===== config.mk =====
export PLATFORM = sky130hd
export DESIGN_NAME = irq_svc_tracker
export DESIGN_NICKNAME = d
export VERILOG_FILES = /design/src/rtl/irq_trk_pkg.sv /design/src/rtl/irq_prio_enc.sv /design/src/rtl/irq_vec_state.sv /design/src/rtl/irq_svc_tracker.sv
export SDC_FILE = /design/constraint.sdc
export NUM_CORES = 2
export LEC_CHECK = 0
export BUFFER_PORTS_ARGS = -buffer_cell sky130_fd_sc_hd__buf_2
export CAP_MARGIN = 30
export CORE_ASPECT_RATIO = 2
export CORE_MARGIN = 5
export CORE_UTILIZATION = 50
export CTS_CLUSTER_DIAMETER = 150
export DETAILED_ROUTE_END_ITERATION = 10
export PLACE_DENSITY = 0.65
export RECOVER_POWER = 25
export SLEW_MARGIN = 10
export SYNTH_ARGS = -nofsm -noshare
export SYNTH_HDL_FRONTEND = slang
export SYNTH_SLANG_ARGS = --single-unit

===== constraint.sdc =====
create_clock -name clk -period 4.71 [get_ports clk]
set_clock_uncertainty 0.2 [all_clocks]
set_input_delay 0.942 -clock clk [delete_from_list [all_inputs] [get_ports clk]]
set_output_delay 0.942 -clock clk [all_outputs]
set_load 0.005 [all_outputs]

===== src/rtl/irq_trk_pkg.sv =====
package irq_trk_pkg;
  localparam int VEC_W    = 8;
  localparam int NUM_VEC  = 1 << VEC_W;
  localparam int CLS_W    = 4;
  localparam int RSVD_VEC = 16;

  typedef logic [VEC_W-1:0] vec_t;
  typedef logic [CLS_W-1:0] cls_t;

  function automatic cls_t cls_of(input vec_t v);
    return v[VEC_W-1 -: CLS_W];
  endfunction

  // Processor priority: threshold unless in-service class is higher.
  function automatic vec_t calc_ppr(input vec_t tpr, input vec_t isr_hi);
    if (cls_of(tpr) >= cls_of(isr_hi)) return tpr;
    return {cls_of(isr_hi), {(VEC_W-CLS_W){1'b0}}};
  endfunction

  // Arbitration priority.
  function automatic vec_t calc_apr(input vec_t tpr, input vec_t isr_hi, input vec_t irr_hi);
    cls_t a;
    if (cls_of(tpr) >= cls_of(irr_hi) && cls_of(tpr) > cls_of(isr_hi)) return tpr;
    a = cls_of(tpr) & cls_of(isr_hi);
    if (cls_of(irr_hi) > a) a = cls_of(irr_hi);
    return {a, {(VEC_W-CLS_W){1'b0}}};
  endfunction
endpackage


===== src/rtl/irq_prio_enc.sv =====
module irq_prio_enc #(
  parameter int N = 256,
  parameter int W = $clog2(N)
) (
  input  logic         clk,
  input  logic         rst_n,
  input  logic [N-1:0] bits,
  output logic [W-1:0] idx_q,
  output logic         vld_q
);
  logic [W-1:0] idx_c;
  always_comb begin
    idx_c = '0;
    for (int i = 0; i < N; i++)
      if (bits[i]) idx_c = W'(i);
  end

  always_ff @(posedge clk) begin
    if (!rst_n) begin
      idx_q <= '0;
      vld_q <= 1'b0;
    end else begin
      idx_q <= idx_c;
      vld_q <= |bits;
    end
  end
endmodule


===== src/rtl/irq_vec_state.sv =====
module irq_vec_state #(
  parameter int N = 256,
  parameter int W = $clog2(N)
) (
  input  logic         clk,
  input  logic         rst_n,
  input  logic         acc_set,
  input  logic [W-1:0] acc_vec,
  input  logic         acc_level,
  input  logic         ack_set,
  input  logic [W-1:0] ack_vec,
  input  logic         eoi_clr,
  input  logic [W-1:0] eoi_vec,
  output logic [N-1:0] irr,
  output logic [N-1:0] isr,
  output logic [N-1:0] tmr
);
  always_ff @(posedge clk) begin
    if (!rst_n) begin
      irr <= '0;
      isr <= '0;
      tmr <= '0;
    end else begin
      if (ack_set) begin
        irr[ack_vec] <= 1'b0;
        isr[ack_vec] <= 1'b1;
      end
      if (eoi_clr) isr[eoi_vec] <= 1'b0;
      // accept last: a fresh request for the same vector survives an ack
      if (acc_set) begin
        irr[acc_vec] <= 1'b1;
        tmr[acc_vec] <= acc_level;
      end
    end
  end
endmodule


===== src/rtl/irq_svc_tracker.sv =====
module irq_svc_tracker
  import irq_trk_pkg::*;
#(
  parameter int N = NUM_VEC,
  parameter int W = VEC_W
) (
  input  logic         clk,
  input  logic         rst_n,
  input  logic         acc_vld,
  input  logic [W-1:0] acc_vec,
  input  logic         acc_level,
  input  logic         ack,
  input  logic         eoi,
  input  logic         tpr_we,
  input  logic [W-1:0] tpr_wdata,
  output logic [W-1:0] disp_vec,
  output logic         irq_req,
  output logic [W-1:0] ppr,
  output logic [W-1:0] apr,
  output logic         bcast_vld,
  output logic [W-1:0] bcast_vec
);
  logic [N-1:0] irr, isr, tmr;
  logic [W-1:0] irr_hi, isr_hi, tpr_q;
  logic         irr_any, isr_any, fresh_q;
  logic         acc_ok, ack_fire, eoi_fire, state_chg;

  assign acc_ok    = acc_vld && (acc_vec >= W'(RSVD_VEC));
  assign ack_fire  = ack && irq_req;
  assign eoi_fire  = eoi && isr_any;
  assign state_chg = acc_ok || ack_fire || eoi_fire;

  irq_vec_state #(.N(N), .W(W)) u_state (
    .clk(clk), .rst_n(rst_n),
    .acc_set(acc_ok), .acc_vec(acc_vec), .acc_level(acc_level),
    .ack_set(ack_fire), .ack_vec(irr_hi),
    .eoi_clr(eoi_fire), .eoi_vec(isr_hi),
    .irr(irr), .isr(isr), .tmr(tmr)
  );

  irq_prio_enc #(.N(N), .W(W)) u_enc_irr (
    .clk(clk), .rst_n(rst_n), .bits(irr), .idx_q(irr_hi), .vld_q(irr_any)
  );
  irq_prio_enc #(.N(N), .W(W)) u_enc_isr (
    .clk(clk), .rst_n(rst_n), .bits(isr), .idx_q(isr_hi), .vld_q(isr_any)
  );

  always_ff @(posedge clk) begin
    if (!rst_n) begin
      tpr_q     <= '0;
      fresh_q   <= 1'b1;
      bcast_vld <= 1'b0;
      bcast_vec <= '0;
    end else begin
      if (tpr_we) tpr_q <= tpr_wdata;
      fresh_q   <= !state_chg;
      bcast_vld <= eoi_fire && tmr[isr_hi];
      if (eoi_fire && tmr[isr_hi]) bcast_vec <= isr_hi;
    end
  end

  assign disp_vec = irr_any ? irr_hi : '0;
  assign ppr      = calc_ppr(tpr_q, isr_any ? isr_hi : '0);
  assign apr      = calc_apr(tpr_q, isr_any ? isr_hi : '0, disp_vec);
  assign irq_req  = fresh_q && irr_any && (cls_of(disp_vec) > cls_of(ppr));
endmodule


Word level (Yosys, flattened, before mapping)
Index checks and enable logic that the tools add are counted.
Cells by class
  bitwise operators: 7
  multiplexer cells: 534
  order comparisons: 12
  reductions and logical operators: 15
Operator list (number)
  $mux W8: 262
  $mux W256: 6
  $mux W7: 128
  $and A256 B256 Y256: 2
  $not A256 Y256: 2
  $or A256 B256 Y256: 2
  $reduce_or A256 Y1: 2
  $mux W6: 64
  $bwmux W256: 1
  $mux W5: 32
  $mux W4: 17
  $lt A8 B9 Y1 const B: 3
  $demux W1 S8: 3
  $ge A8 B1 Y1 const B: 3
  $mux W3: 8
  $gt A4 B4 Y1: 3
  $logic_and A1 B1 Y1: 10
  $bmux W1 S8: 1
  $ge A4 B4 Y1: 2
  $ge A8 B5 Y1 const B: 1
  $mux W1: 8
  $mux W2: 4
  $and A4 B4 Y4: 1
  $logic_or A1 B1 Y1: 2
  $logic_not A1 Y1: 1
Word-level totals
  bits in registers: 804
  word-level logic and storage cells: 579
  input port bits: 23

Longest topological paths before layout
  depth after elaboration: 255
  gate-level depth with buffers: 22
  depth with buffers taken out: 18

By module
From an unflattened synthesis, not the netlist that was laid out.
Unflattened totals
  cell total of the unflattened synthesis: 4603
  area, all modules: 41036.9 sq um
Modules (own cells, without submodules)
  irq_vec_state: cells an instance 3014, seq. area each 15374.7 sq um, times used 1, area each 30212.7 sq um
  irq_prio_enc: cells an instance 621, seq. area each 180.2 sq um, times used 2, area each 3525.9 sq um
  irq_svc_tracker: cells an instance 347, seq. area each 360.3 sq um, times used 1, area each 3772.4 sq um

Worst setup path before layout
OpenSTA, ideal clock, no wires.
  path kind: reg2reg
  start: register u_enc_isr.idx_q[5]
  end: register u_state.isr[2]
  cell stages (with the launch flop): 22
  library setup time: 0.119 ns
  setup slack: 0.224 ns
  arrival time: 4.168 ns
  clock period less this slack: 4.486 ns
  required time: 4.391 ns
  path through: dfxtp_1 clkbuf_1 buf_2 nand2_1 ha_1 nor2b_1 o21ai_0 nand2b_1 a21oi_1 nor2b_1 clkbuf_1 mux2i_1 ha_1 nor2b_1 o21a_1 o21a_1 o211ai_1 nor3_1 nand2_1 clkbuf_1 nor2_1 o221a_2
On the way
  word-level cells in the longest chain between the ends: 11
Ends and longest elaborated chain
  from (decl): line irq_prio_enc.sv:8  | output logic [W-1:0] idx_q,
  from (signal assigned): line irq_prio_enc.sv:23  | idx_q <= idx_c;
  $mux W8: line irq_svc_tracker.sv:63  | assign ppr = calc_ppr(tpr_q, isr_any ? isr_hi : '0);
  $ge A4 B4 Y1: line irq_trk_pkg.sv:16  | if (cls_of(tpr) >= cls_of(isr_hi)) return tpr;
  $mux W1: line irq_trk_pkg.sv:16
  $mux W8: line irq_trk_pkg.sv:17  | return {cls_of(isr_hi), {(VEC_W-CLS_W){1'b0}}};
  $gt A4 B4 Y1: line irq_svc_tracker.sv:65  | assign irq_req = fresh_q && irr_any && (cls_of(disp_vec) > cls_of(ppr));
  $logic_and A1 B1 Y1: line irq_svc_tracker.sv:65
  $logic_and A1 B1 Y1: line irq_svc_tracker.sv:29  | assign ack_fire = ack && irq_req;
  $mux W256: line irq_vec_state.sv:24  | if (ack_set) begin
  $mux W256: line irq_vec_state.sv:19  | if (!rst_n) begin
  $and A256 B256 Y256 (no source line)
  $mux W256 (*): line irq_vec_state.sv:28  | if (eoi_clr) isr[eoi_vec] <= 1'b0;
  to (signal assigned): line irq_vec_state.sv:21  | isr <= '0;
  to (signal, indexed assignment): line irq_vec_state.sv:26  | isr[ack_vec] <= 1'b1;
  to (signal, indexed assignment): line irq_vec_state.sv:28
  to (decl): line irq_vec_state.sv:15  | output logic [N-1:0] isr,
Every way passes the cells marked *; elsewhere a longest branch is shown, timed or not. The select of a mux whose other input is x is not followed.
A chain may end at the register's enable or synchronous reset.

Worst setup path in the final report
  start: register u_enc_isr.vld_q
  end: output port irq_req
On the way
  word-level cells in the longest chain between the ends: 6
Ends and longest elaborated chain
  from (decl): line irq_prio_enc.sv:9  | output logic vld_q
  from (signal assigned): line irq_prio_enc.sv:24  | vld_q <= |bits;
  $mux W8 (*): line irq_svc_tracker.sv:63
  $ge A4 B4 Y1: line irq_trk_pkg.sv:16
  $mux W1: line irq_trk_pkg.sv:16
  $mux W8 (*): line irq_trk_pkg.sv:17
  $gt A4 B4 Y1 (*): line irq_svc_tracker.sv:65
  $logic_and A1 B1 Y1 (*): line irq_svc_tracker.sv:65
  to (decl): line irq_svc_tracker.sv:17  | output logic irq_req,
Every way passes the cells marked *; elsewhere a longest branch is shown, timed or not.

==> results.json <==
{
  "grt_pass1_wl_mm": 233,
  "endpoint_kind": "primary output",
  "dp_hpwl_mm": 107,
  "drt-total-wl_mm": 160,
  "ys_ff_latch": 804,
  "finalWorstSetupSlack_ns": 0.158,
  "synth_area_leaders": "dfxtp_1, o221a_2, nor2_1, a21oi_1, mux2i_1",
  "synthesis.area_um2": 38300,
  "finalHoldViolCount": 0,
  "clk_pin_slew_worst_paths_ns": 0.07,
  "antenna_cells": 0,
  "holdBufCountCts": 0,
  "grt_usage": 0.376,
  "violations": "capacitance limit, slew limit",
  "cp_common_cell": "o21a_1",
  "first_global_vias": 36600,
  "pwr_density_cell_nw_per_um2": 336,
  "nNetsFinal": 4642,
  "io_buffers": 56,
  "die_x_um": 206,
  "worst_pin_slew_ns": 2.63,
  "yosys_warnings": 0,
  "synth.avg_cell_area_um2": 8.23,
  "critPathMaxStageDelay_ns": 0.37,
  "slowest_stage": "dfxtp_4",
  "cts-root-buf": "clkbuf_16",
  "ys_top_cells_by_count": "dfxtp_1, nor2_1, nand2_1",
  "cts_buffers": 74,
  "synthFlopType": "dfxtp_1",
  "maxCapViolCount": 2,
  "wl_per_cell_um": 28.2,
  "cts_buffer_depth": 3,
  "cp_data_required_time_ns": 3.57,
  "antenna_found_initial": 5,
  "core_um2": 76000,
  "fp.dieH_um": 401,
  "arrival_ns": 3.41,
  "path_class": "reg -> out",
  "crit_buf_inv": 1,
  "yosysSeqAreaShare": 0.420,
  "finalSetupViolCount": 0,
  "start_util": 0.504,
  "use_met3": 0.0783,
  "worst_hold_path_type": "reg -> reg",
  "crit_path_cell_trace": "nand2_2 > ha_4 > nor2b_1 > o21ai_1 > nand2b_1 > a21oi_2 > nor2b_4 > mux2i_2 > ha_1 > nor2b_1 > o21a_1 > o21a_1 > o21a_1 > buf_2",
  "worstSetupStartpointType": "register",
  "post-place-ws_ns": 0.212,
  "drt-vias-per-instance": 6.68,
  "fin_crit_sh": 0.966,
  "post-synth-top-count-cell": "dfxtp_1",
  "synthDistinctLibCells": 72,
  "route.detailed.drc": 0,
  "critPathTopFamily": "compound AO/OA/AOI/OAI gates",
  "place_area_um2": 40000,
  "fin_crit_ns": 4.55,
  "cts_tree": "built",
  "maxSlewHeadroom": -0.753,
  "cts_sinks": 804,
  "drive_gt1_frac": 0.140,
  "synth_async_sr_flop_share": 0,
  "io_pins": 57,
  "insertion_delay_ns": 0.68,
  "drt_iter0_markers": 4602,
  "syn_nets": 4698,
  "synth_top_cell_by_area": "dfxtp_1",
  "place.gp.congestion": 1.03,
  "fin_area_um2": 42700,
  "place_inst": 5529,
  "grt_start_max_net_pins": 217,
  "syn-instance-count": 4655,
  "synth_edf_count": 0,
  "layoutNonFillerInstCount": 5672,
  "grt-ovfl-total": 0,
  "htree_levels": 3,
  "die_area_um2": 82600,
  "row_count": 143,
  "outcome": "finished with violations",
  "busiest_layer": "met2",
  "drtAntennaViolNets": 0,
  "max_clock_freq_ghz": 0.220,
  "vdd_ir_drop_max_mv": 0.312,
  "p_leak_nw": 16.5,
  "vias": 37900,
  "drt-pass1-iter-count": 9,
  "fillers": 7153,
  "syn_to_final_growth_pct": 11.5,
  "use_met1": 0.400,
  "use_met2": 0.617,
  "crit_fanout": 4,
  "maxSlewViolCount": 373,
  "synth_top_area_share": 0.420
}
[kinds of logic after synthesis]
logic type | count (synthesis) | synth area share
buffers and inverters | 459 | 0.0464
DFF | 804 | 0.420
muxes | 255 | 0.0828
adders and majority gates | 20 | 0.00653
AOI/OAI and AO/OA | 1329 | 0.234
and+or+nand+nor | 1788 | 0.210
[placed cells by master (no fill, tap or decap), types with 102 or more instances in the layout]
cell	n
nand2_1	497
nor4_1	155
o21ai_0	362
a21oi_1	463
o221a_2	232
nor2_1	645
nand3_1	145
nor3_1	102
inv_1	123
dfxtp_1	801
buf_4	124
mux2i_1	205
[repair_timing]
item	4_1_cts	5_1_grt
setup endpoints to repair	1	1
gates resized for setup	4	5
setup buffers	2	5
pin swaps	0	5
[final cells by class]
class / instances / area [µm²] / area share
sequential: 804 / 16100 / 0.377
clock inverter: 29 / 429 / 0.0101
tap: 1015 / 1270 / 0.0297
clock buffer: 105 / 2210 / 0.0519
inverter: 124 / 468 / 0.0110
timing repair buffer: 203 / 1540 / 0.0362
multi-input combinational: 3392 / 20700 / 0.484
[flip-flops by register name (all words and copies together) (netlist names)]
name	flops
u_enc_irr.idx_q	8
bcast_vld	1
u_enc_isr.idx_q	8
u_state.tmr	256
u_state.isr	256
u_enc_isr.vld_q	1
u_state.irr	256
tpr_q	8
u_enc_irr.vld_q	1
fresh_q	1
bcast_vec	8
[power breakdown]
group	leakage [nW]	total, W	switching (W)	internal (W)
clock	1.31	0.00670	0.00282	0.00389
combinational	8.68	0.000777	0.000612	0.000166
sequential	6.48	0.00686	0.0000432	0.00682
[worst reg2reg max path, stage by stage, from the launching register on]
cell and delay, ns:
dfxtp_4 0.37, nand2_2 0.08, ha_4 0.24, nor2b_1 0.12, o21ai_1 0.13, nand2b_1 0.08, a21oi_2 0.14, nor2b_4 0.21
mux2i_2 0.25, ha_1 0.27, buf_4 0.14, a41oi_1 0.24, o211ai_1 0.13, buf_4 0.19, nor3b_1 0.50, nand2_1 0.22
buf_12 0.22, o21ai_0 0.19, a21oi_1 0.10
[per-stage QoR]
step / power (W) / util / hold slack, ns / setup TNS, ns
after CTS: 0.0143 / 0.562 / 0.242 / 0
after detailed placement: 0.00775 / 0.527 / 0.231 / 0
final: 0.0143 / 0.562 / 0.241 / 0
after floorplan: 0.00737 / - / 0.210 / 0
after global placement: 0.00774 / 0.526 / 0.230 / 0
after global routing: 0.0146 / 0.562 / 0.248 / -0.0137
[worst paths after layout]
kind / cells past startpoint / slack (ns) / startpoint / end
hold / removal: 2 / 0.24 / u_state.irr[0] / u_state.irr[0]
setup reg to reg: 18 / 0.53 / u_enc_isr.vld_q / u_state.irr[67]
setup / recovery: 14 / 0.16 / u_enc_isr.vld_q / irq_req
hold reg to reg: 2 / 0.24 / u_state.irr[0] / u_state.irr[0]
[layer usage]
| layer | routed length, µm | vias up |
|---|---|---|
| li1 | - | 16900 |
| met1 | 52300 | 18100 |
| met2 | 75200 | 2085 |
| met3 | 14100 | 823 |
| met4 | 18500 | 2 |
| met5 | 20 | - |
(Power assumes the default switching activity.)
